$ cat config.mk
export PLATFORM = sky130hd
export DESIGN_NAME = core_stop_gate
export DESIGN_NICKNAME = d
export VERILOG_FILES = /design/src/rtl/stopgate_pkg.sv /design/src/rtl/sg_datapath.sv /design/src/rtl/sg_control.sv /design/src/rtl/core_stop_gate.sv
export SDC_FILE = /design/constraint.sdc
export NUM_CORES = 1
export LEC_CHECK = 0
export ABC_AREA = 1
export ABC_CLOCK_PERIOD_IN_PS = 2400
export BUFFER_PORTS_ARGS = -buffer_cell sky130_fd_sc_hd__buf_4
export CAP_MARGIN = 0
export CORE_MARGIN = 2
export CORE_UTILIZATION = 40
export CTS_BUF_LIST = sky130_fd_sc_hd__clkbuf_4 sky130_fd_sc_hd__clkbuf_8
export CTS_CLUSTER_DIAMETER = 60
export DETAILED_ROUTE_END_ITERATION = 12
export GPL_ROUTABILITY_DRIVEN = 0
export PLACE_DENSITY = 0.77
export SYNTH_ARGS = -nofsm -noshare
export SYNTH_HDL_FRONTEND = slang
export SYNTH_SLANG_ARGS = --single-unit
$ cat constraint.sdc
create_clock -name clk -period 2.4 [get_ports clk]
set_input_delay 0.48 -clock clk [delete_from_list [all_inputs] [get_ports clk]]
set_output_delay 0.48 -clock clk [all_outputs]
set_load 0.05 [all_outputs]
$ cat src/rtl/stopgate_pkg.sv
package stopgate_pkg;
  typedef enum logic {ST_RUN = 1'b0, ST_STOP = 1'b1} gateState_e;

  typedef struct packed {
    logic cfgWr;
    logic cfgRd;
  } cfgStrobe_t;
endpackage

$ cat src/rtl/sg_datapath.sv
module sg_datapath
  import stopgate_pkg::*;
#(
  parameter int unsigned DATA_W = 8,
  parameter int unsigned LVL_W  = 3
) (
  input  logic              clk,
  input  logic              rstN,
  input  cfgStrobe_t        strobe,
  input  logic [DATA_W-1:0] wdata,
  input  logic [LVL_W-1:0]  irqLevel,
  output logic              stopEn,
  output logic              wakeOk,
  output logic [DATA_W-1:0] rdata
);
  localparam int unsigned EN_BIT = DATA_W - 1;
  localparam int unsigned THR_LO = EN_BIT - LVL_W;

  logic             stopEnQ;
  logic [LVL_W-1:0] thrQ;
  logic [LVL_W-1:0] irqQ;

  always_ff @(posedge clk or negedge rstN) begin
    if (!rstN) begin
      stopEnQ <= 1'b0;
      thrQ    <= '0;
      irqQ    <= '0;
    end else begin
      irqQ <= irqLevel;
      if (strobe.cfgWr) begin
        stopEnQ <= wdata[EN_BIT];
        thrQ    <= wdata[EN_BIT-1:THR_LO];
      end
    end
  end

  // A strictly greater level wakes; level 0 and the all-ones threshold never do.
  assign wakeOk = (irqQ > thrQ);
  assign stopEn = stopEnQ;
  assign rdata  = strobe.cfgRd ? {stopEnQ, thrQ, {THR_LO{1'b0}}} : '0;
endmodule

$ cat src/rtl/sg_control.sv
module sg_control
  import stopgate_pkg::*;
#(
  parameter int unsigned     ADDR_W     = 8,
  parameter logic [ADDR_W-1:0] CFG_OFFSET = 8'h08
) (
  input  logic              clk,
  input  logic              rstN,
  input  logic              busSel,
  input  logic              busWr,
  input  logic [ADDR_W-1:0] busAddr,
  input  logic              stopReq,
  input  logic              stopEn,
  input  logic              wakeOk,
  output cfgStrobe_t        strobe,
  output logic              coreClkEn,
  output logic              stopAck
);
  gateState_e state;
  logic       ackQ;
  logic       hit;

  assign hit          = busSel && (busAddr == CFG_OFFSET);
  assign strobe.cfgWr = hit && busWr;
  assign strobe.cfgRd = hit && !busWr;

  always_ff @(posedge clk or negedge rstN) begin
    if (!rstN) begin
      state <= ST_RUN;
      ackQ  <= 1'b0;
    end else begin
      ackQ <= 1'b0;
      unique case (state)
        ST_RUN: if (stopReq && stopEn) begin
          state <= ST_STOP;
          ackQ  <= 1'b1;
        end
        ST_STOP: if (wakeOk) state <= ST_RUN;
        default: state <= ST_RUN;
      endcase
    end
  end

  assign coreClkEn = (state == ST_RUN);
  assign stopAck   = ackQ;
endmodule

$ cat src/rtl/core_stop_gate.sv
module core_stop_gate
  import stopgate_pkg::*;
#(
  parameter int unsigned       ADDR_W     = 8,
  parameter int unsigned       DATA_W     = 8,
  parameter int unsigned       LVL_W      = 3,
  parameter logic [ADDR_W-1:0] CFG_OFFSET = 8'h08
) (
  input  logic              clk,
  input  logic              rstN,
  input  logic              busSel,
  input  logic              busWr,
  input  logic [ADDR_W-1:0] busAddr,
  input  logic [DATA_W-1:0] busWdata,
  output logic [DATA_W-1:0] busRdata,
  input  logic              stopReq,
  input  logic [LVL_W-1:0]  irqLevel,
  output logic              coreClkEn,
  output logic              periphClkEn,
  output logic              stopAck
);
  cfgStrobe_t strobe;
  logic       stopEn;
  logic       wakeOk;

  sg_control #(.ADDR_W(ADDR_W), .CFG_OFFSET(CFG_OFFSET)) uCtrl (
    .clk(clk), .rstN(rstN), .busSel(busSel), .busWr(busWr), .busAddr(busAddr),
    .stopReq(stopReq), .stopEn(stopEn), .wakeOk(wakeOk),
    .strobe(strobe), .coreClkEn(coreClkEn), .stopAck(stopAck)
  );

  sg_datapath #(.DATA_W(DATA_W), .LVL_W(LVL_W)) uData (
    .clk(clk), .rstN(rstN), .strobe(strobe), .wdata(busWdata),
    .irqLevel(irqLevel), .stopEn(stopEn), .wakeOk(wakeOk), .rdata(busRdata)
  );

  // Peripherals stay clocked so they can raise wake interrupts.
  assign periphClkEn = 1'b1;
endmodule

==> results.sh, run 1 <==
export IMPL_status="completed"
export IMPL_via_per_inst=4.35
export IMPL_clock_sinks=9
export IMPL_detailedPlace_worstSlack_ns=0.522
export IMPL_drv_slew=0
export IMPL_report_final_hold_viol_count=0
export IMPL_crit_path_end_kind="output port"
export IMPL_hp_class="in -> async"
export IMPL_drt_initial_drc_count=6
export IMPL_die_y_um=40.5
export IMPL_ys_warn_count=0
export IMPL_ant_nets=0
export IMPL_r2r_cells=7
export IMPL_setup_ws_ns=0.532
export IMPL_reg2reg_from="uData.thrQ[2]"
export IMPL_crit_path_cell_trace="buf_4 > nor2_1 > nand3_2 > nor2_4 > nand2_4 > nor2_1 > buf_4"
export IMPL_dr_total_vias=483
export IMPL_clock_latency_ns=0.26
export IMPL_hold_buffers=0
export IMPL_die_w_um=40.5
export IMPL_yosysSeqAreaShare_pct=42.4
export IMPL_yosys_cell_count_top_type="nand2_1"
export IMPL_clock_skew_ns=0.00387
export IMPL_cts_root_buf="clkbuf_4"
export IMPL_grt_pass1_wl_um=1560
export IMPL_dpl_hpwl_um=907
export IMPL_synth_edf_count=0
export IMPL_rsz0062_at_grt="false"
export IMPL_crit_fanout=5
export IMPL_synth_flop_cell="dfrtp_1"
export IMPL_synth_top_cell_by_area="dfrtp_1"
export IMPL_cts_clk_slew_worst_paths_ns=0.06
export IMPL_detail_route_wl_per_cell_um=9.28
export IMPL_avgSynthCellArea_um2=7.71
export IMPL_fin_crit_sh_pct=77.8
export IMPL_antenna_cells=0
export IMPL_area_growth_syn_to_layout_pct=39.5
export IMPL_fillCellCount=122
export IMPL_fin_crit_ns=1.87
export IMPL_drive_above_1_share_pct=35.4
export IMPL_nets=124
export IMPL_async_reset_ff_share_pct=100
export IMPL_power_density_nw_per_um2=474
export IMPL_drv_cap=0
export IMPL_yosys_register_bits=9
export IMPL_h_tree_depth=1
export IMPL_max_stage_delay_ns=0.20
export IMPL_grt_pass1_vias=419
export IMPL_io_pins=35
export IMPL_grt_max_degree=10
export IMPL_synth_commonest_cells="nand2_1, inv_1, dfrtp_1, nor2_1, nand3_1"
export IMPL_core_um2=1270
export IMPL_track_usage_pct=14.7
export IMPL_leakage_nw=0.429
export IMPL_r2r_end="uCtrl.state"
export IMPL_syn_inst=69
export IMPL_start_util_pct=41.9
export IMPL_r2r_slack_ns=1.20
export IMPL_setup_viol=0
export IMPL_ir_worst_vdd_uv=226
export IMPL_cts_tree="built"
export IMPL_globalRouteOverflowTotal=0
export IMPL_dp_cells=107
export IMPL_wirelength_um=1030
export IMPL_dieArea_um2=1640
export IMPL_final_cells=111
export IMPL_criticalPathCategory="in -> out"
export IMPL_crit_arrival_ns=1.39
export IMPL_postCtsSetupBuffers=0
export IMPL_fmax_ghz=0.535
export IMPL_crit_required_ns=1.92
export IMPL_dr_pass1_iters=4
export IMPL_synthTopCellsByArea="dfrtp_1, nand2_1, inv_1"
export IMPL_antenna_found_initial=0
export IMPL_tns_ns=0
export IMPL_portBuffers=25
export IMPL_cts_resized=0
export IMPL_cp_start_kind="primary input"
export IMPL_clk_path_buf_depth=2
export IMPL_ys_types=16
export IMPL_cts_buffers=3
export IMPL_synth_top_cell_area_share_pct=42.4
export IMPL_p_total_w=0.000352
export IMPL_drcViolationCount=0
export IMPL_slowest_stage="buf_4"
export IMPL_synth_cell_area_um2=532
export IMPL_rows=13
[registers in the layout, summed over array words and instances (netlist names)]
signal / count
uCtrl.state: 1
uCtrl.stopAck: 1
uData.irqQ: 3
uData.stopEn: 1
uData.thrQ: 3
[worst max path at each step]
stage               startpoint          end  slack (ns)  cells after the start
finish              busAddr[5]  busRdata[6]        0.53                      7
global route        busAddr[5]  busRdata[6]        0.42                      7
CTS                 busAddr[5]  busRdata[6]        0.52                      7
detailed placement  busAddr[1]  busRdata[6]        0.52                      9
global placement    busAddr[5]  busRdata[6]        0.54                      7
floorplan           busAddr[5]  busRdata[4]        0.34                      5
[metrics by stage]
step                      utilization [%]  instance area, um2  hold slack [ns]
after floorplan                         -                 543            0.184
after global placement               56.1                 712            0.308
after detailed placement             56.1                 712            0.307
after CTS                            58.5                 742           0.0282
after global routing                 58.5                 742           0.0326
final                                58.5                 742           0.0282
[cell families (layout without fill, tap and decap cells)]
kind of cell	count (synthesis)	in the layout	synth area share [%]
simple gates	34	34	30.4
buf+inv	19	43	16.9
flops	9	9	42.4
fa+ha+maj	3	3	7.06
other cells	2	5	1.41
compound gates	2	2	1.88
[placed cells by master (no fill, tap or decap), types with 3 or more instances in the layout]
master,instances
buf_4,25
nand2_1,15
inv_1,13
dfrtp_1,9
nor2_1,8
nand3_1,6
conb_1,5
clkbuf_4,4
ha_1,3
[worst max-delay path, delay by kind of cell]
kind	cells	cell delay (ns)
AND/OR/NAND/NOR	5	0.59
buffers and inverters	2	0.31
[per-layer routing]
metal	up-vias	global-route usage [%]	share of wire, %
met5	-	0	0
met1	203	16.0	39
li1	251	-	-
met3	3	1.67	7.4
met2	26	26.2	51
met4	0	10.0	2.4
[power breakdown]
part	switching, W	internal (W)	total, W
clock	0.0000497	0.0000751	0.000125
sequential	0.00000225	0.000157	0.000159
combinational	0.0000399	0.0000278	0.0000676
total	0.0000918	0.000260	0.000352
[cell type report]
type / instances / area (um2) / area share, %
Tap cell: 15 / 18.8 / 2.53
Clock buffer: 4 / 30.0 / 4.05
Multi-Input combinational cell: 44 / 228 / 30.7
Timing Repair Buffer: 25 / 188 / 25.3
Inverter: 14 / 52.6 / 7.08
Sequential cell: 9 / 225 / 30.4
Note: power is estimated with default switching activity, not from simulation.
==> inputs of run 2 (changes only) <==
Settings changed: ABC_CLOCK_PERIOD_IN_PS 2400 to 1800.
Clock period 2.4 ns to 1.8 ns, I/O delays scaled along.
==> run 2 against run 1 <==
  * Combinational power increased by 35%
  * Power increased by 32%
  * First-iteration DRC count increased by 50%
  * Design area increased by 1.3%
  * Cell count increased by 0.90%
  * Non-clock buffer count increased by 1
==> results.sh, run 2 (synthesis gave the netlist of run 1 again) <==
export IMPL_ir_worst_vdd_uv=242
export IMPL_power_density_nw_per_um2=616
export IMPL_crit_arrival_ns=1.28
export IMPL_final_common_cell="buf_4"
export IMPL_fin_crit_ns=1.64
export IMPL_nets=125
export IMPL_drv_slew=0
export IMPL_io_pins=35
export IMPL_dieArea_um2=1640
export IMPL_largest_registers="uData.irqQ (3), uData.thrQ (3)"
export IMPL_final_cell_mix="buf_4, nand2_1, inv_1"
export IMPL_drive_above_1_share_pct=35.1
export IMPL_detail_route_wl_per_cell_um=8.61
export IMPL_clock_skew_ns=0.00209
export IMPL_antenna_found_initial=0
export IMPL_cts_tree="built"
export IMPL_setup_viol=0
export IMPL_status="completed"
export IMPL_fmax_ghz=0.611
export IMPL_clk_path_buf_depth=2
export IMPL_h_tree_depth=1
export IMPL_rows=13
export IMPL_report_final_hold_viol_count=0
export IMPL_cts_buffers=3
export IMPL_die_w_um=40.5
export IMPL_antenna_cells=0
export IMPL_cts_root_buf="clkbuf_4"
export IMPL_detailedPlace_worstSlack_ns=0.167
export IMPL_ant_nets=0
export IMPL_grt_pass1_wl_um=1390
export IMPL_core_um2=1270
export IMPL_drcViolationCount=0
export IMPL_seq_area_um2=225
export IMPL_clock_latency_ns=0.25
export IMPL_reg2reg_from="uData.thrQ[1]"
export IMPL_drt_initial_drc_count=9
export IMPL_start_util_pct=41.9
export IMPL_globalRouteOverflowTotal=0
export IMPL_dr_total_vias=472
export IMPL_area_growth_syn_to_layout_pct=41.4
export IMPL_hold_start="irqLevel[2]"
export IMPL_criticalPathCategory="in -> out"
export IMPL_fin_crit_sh_pct=90.9
export IMPL_leakage_nw=0.433
export IMPL_portBuffers=25
export IMPL_fillCellCount=127
export IMPL_crit_path_end_kind="output port"
export IMPL_fin_util_pct=59.3
export IMPL_cts_resized=0
export IMPL_dpl_hpwl_um=863
export IMPL_cp_start_kind="primary input"
export IMPL_drv_cap=0
export IMPL_setup_ws_ns=0.164
export IMPL_wirelength_um=964
export IMPL_crit_path_start="busAddr[5]"
export IMPL_crit_fanout=5
export IMPL_dr_pass1_iters=3
export IMPL_via_per_inst=4.21
export IMPL_die_y_um=40.5
export IMPL_clock_sinks=9
export IMPL_multi_input_area_um2=228
export IMPL_grt_max_degree=10
export IMPL_crit_required_ns=1.44
export IMPL_grt_pass1_vias=399
export IMPL_cts_clk_slew_worst_paths_ns=0.05
export IMPL_hp_class="in -> reg"
export IMPL_tns_ns=0
export IMPL_whs_ns=0.218
export IMPL_rsz0062_at_grt="false"
export IMPL_track_usage_pct=13.2
## run 2: layout make-up
cell class	count	share of cell area (%)
Sequential cell	9	30.0
Multi-Input combinational cell	44	30.3
Inverter	14	6.99
Tap cell	15	2.50
Timing Repair Buffer	26	26.3
Clock buffer	4	3.99
## run 2: critical path, stage by stage
cell     delay, ns
buf_4         0.11
nor2_1        0.15
nand3_2       0.12
nor2_4        0.16
nand2_4       0.08
nor2_1        0.10
buf_4         0.20
## run 2: where the power goes
group	switching (W)	internal [W]	leakage [nW]
clock	0.0000598	0.0000998	0.0184
combinational	0.0000529	0.0000384	0.297
sequential	0.00000324	0.000209	0.118
## run 2: path summary, 6_finish.rpt
| kind | end | slack, ns | depth (start not counted) |
|---|---|---|---|
| max | busRdata[6] | 0.16 | 7 |
| min | uData.irqQ[2] | 0.22 | 1 |
| max reg2reg | uCtrl.state | 0.61 | 7 |
| min reg2reg | uCtrl.state | 0.47 | 2 |
| max in group asynchronous | uData.irqQ[0] | 1.20 | 2 |
| min in group asynchronous | uData.thrQ[1] | 0.47 | 2 |
## run 2: metal layers
metal | global-route usage (%) | vias to the layer above | part of all wire (%)
met2 | 22.6 | 23 | 50
met5 | 0 | - | 0
met3 | 3.33 | 0 | 8.0
li1 | - | 251 | -
met4 | 7.50 | 0 | 0
met1 | 14.5 | 198 | 42
## run 2: what timing repair did
action	in CTS	in global routing
setup buffers	0	0
hold buffers	1	0
setup endpoints to repair	0	0
endpoints found under the hold margin	9	0
## run 2: through the flow
step	instances	area [um2]	power, W
final	112	752	0.000463
after global routing	112	752	0.000491
after CTS	112	752	0.000470
after detailed placement	107	712	0.000307
after global placement	107	712	0.000303
after floorplan	72	543	0.000271
==> inputs of run 3 (changes only) <==
Settings changed: ABC_CLOCK_PERIOD_IN_PS 1800 to 1960, CORE_UTILIZATION 40 to 28, PLACE_DENSITY 0.77 to unset.
Clock period 1.8 ns to 1.96 ns, I/O delays scaled along.
==> run 3 against run 2 <==
  * Die area is 38% higher
  * Hold slack gained 0.029 ns
  * First-iteration DRC count increased by 22%
  * Register-to-register slack gained 0.16 ns
  * Combinational power is 9.6% lower
  * Critical path depth did not move
  * Sequential share of layout area fell by 0.49 points
  * Critical path type unchanged
==> results.sh, run 3 (synthesis gave the netlist of run 1 again) <==
export IMPL_status="completed"
export IMPL_drt_initial_drc_count=11
export IMPL_detail_route_wl_per_cell_um=8.07
export IMPL_clock_latency_ns=0.25
export IMPL_fin_crit_ns=1.70
export IMPL_leakage_nw=0.433
export IMPL_clk_path_buf_depth=2
export IMPL_detailedPlace_worstSlack_ns=0.242
export IMPL_crit_arrival_ns=1.30
export IMPL_fmax_ghz=0.590
export IMPL_p_seq_share_pct=45.7
export IMPL_wirelength_um=985
export IMPL_crit_path_end_kind="output port"
export IMPL_rows=15
export IMPL_swShare_pct=25.2
export IMPL_internal_power_w=0.000319
export IMPL_rsz0062_at_grt="false"
export IMPL_switching_power_w=0.000107
export IMPL_dieArea_um2=2260
export IMPL_report_final_hold_viol_count=0
export IMPL_final_common_cell="buf_4"
export IMPL_grt_pass1_vias=438
export IMPL_core_um2=1760
export IMPL_largest_registers="uData.irqQ (3), uData.thrQ (3)"
export IMPL_grt_max_degree=10
export IMPL_drv_slew=0
export IMPL_criticalPathCategory="in -> out"
export IMPL_combPwrFrac_pct=19.4
export IMPL_clock_power_share_pct=34.9
export IMPL_place_area_um2=724
export IMPL_h_tree_depth=1
export IMPL_cp_start_kind="primary input"
export IMPL_tns_ns=0
export IMPL_crit_fanout=5
export IMPL_portBuffers=25
export IMPL_crit_required_ns=1.57
export IMPL_cts_tree="built"
export IMPL_antenna_found_initial=0
export IMPL_dr_pass1_iters=2
export IMPL_clock_sinks=9
export IMPL_final_cells=122
export IMPL_dp_cells=117
export IMPL_area_growth_syn_to_layout_pct=43.8
export IMPL_final_cell_mix="buf_4, nand2_1, inv_1"
export IMPL_dr_total_vias=466
export IMPL_postCtsSetupBuffers=0
export IMPL_drv_cap=0
export IMPL_grt_pass1_wl_um=1590
export IMPL_ir_worst_vdd_uv=167
export IMPL_track_usage_pct=10.5
export IMPL_globalRouteOverflowTotal=0
export IMPL_drcViolationCount=0
export IMPL_power_density_nw_per_um2=557
export IMPL_drive_above_1_share_pct=35.1
export IMPL_via_per_inst=3.82
export IMPL_die_y_um=47.6
export IMPL_cts_root_buf="clkbuf_4"
export IMPL_start_util_pct=30.1
export IMPL_final_cell_area_um2=764
export IMPL_io_pins=35
export IMPL_hp_class="in -> reg"
export IMPL_setup_viol=0
export IMPL_antenna_cells=0
export IMPL_die_w_um=47.6
export IMPL_fin_crit_sh_pct=86.5
export IMPL_nets=125
export IMPL_fin_util_pct=43.3
export IMPL_cts_clk_slew_worst_paths_ns=0.06
export IMPL_ant_nets=0
export IMPL_clock_skew_ns=0.00146
export IMPL_cts_buffers=3
export IMPL_setup_ws_ns=0.265
export IMPL_fillCellCount=202
-- run 3: power groups by stage --
stage	registers (W)	logic, W	clock network [W]
4_1_cts	0.000195	0.0000835	0.000154
3_5_place_dp	0.000198	0.0000816	0
6_report	0.000195	0.0000825	0.000149
5_1_grt	0.000195	0.0000921	0.000169
3_3_place_gp	0.000198	0.0000812	0
2_1_floorplan	0.000199	0.0000501	0
-- run 3: final timing paths --
kind | to | slack (ns) | depth (start not counted) | from
worst max-delay path | busRdata[7] | 0.26 | 7 | busAddr[5]
worst min-delay path | uData.irqQ[2] | 0.25 | 1 | irqLevel[2]
max in group asynchronous | uData.thrQ[0] | 1.33 | 2 | rstN
min in group asynchronous | uData.irqQ[1] | 0.50 | 2 | rstN
worst min register to register | uData.thrQ[1] | 0.47 | 2 | uData.thrQ[1]
worst max register to register | uCtrl.state | 0.77 | 7 | uData.thrQ[2]
-- run 3: layout make-up --
type	count	area (um2)	share of cell area, %
clock buffers	4	30.0	3.93
inverters	14	52.6	6.87
multi-input cells	44	228	29.8
flip-flops and latches	9	225	29.5
well taps	25	31.3	4.09
repair buffers	26	198	25.9
-- run 3: what timing repair did --
item,CTS,global route
hold buffers,1,0
endpoints found under the hold margin,9,0
resized for setup,0,0
-- run 3: stage by stage --
| step | hold WS [ns] | power, W |
|---|---|---|
| 3_5_place_dp | 0.219 | 0.000280 |
| 2_1_floorplan | 0.0964 | 0.000249 |
| 6_report | 0.247 | 0.000426 |
| 4_1_cts | 0.241 | 0.000432 |
| 3_3_place_gp | 0.222 | 0.000279 |
| 5_1_grt | 0.232 | 0.000456 |
-- run 3: worst max-delay path, cell delays in order --
cell	delay, ns
buf_4	0.11
nor2_1	0.15
nand3_2	0.11
nor2_4	0.15
nand2_4	0.08
nor2_1	0.10
buf_4	0.21
-- run 3: per-layer routing --
metal	global-route usage [%]	routed length (um)	vias up
li1	-	-	250
met1	12.0	481	186
met2	16.2	398	28
met3	3.40	83	2
met4	8.11	22	0
met5	0	0	-
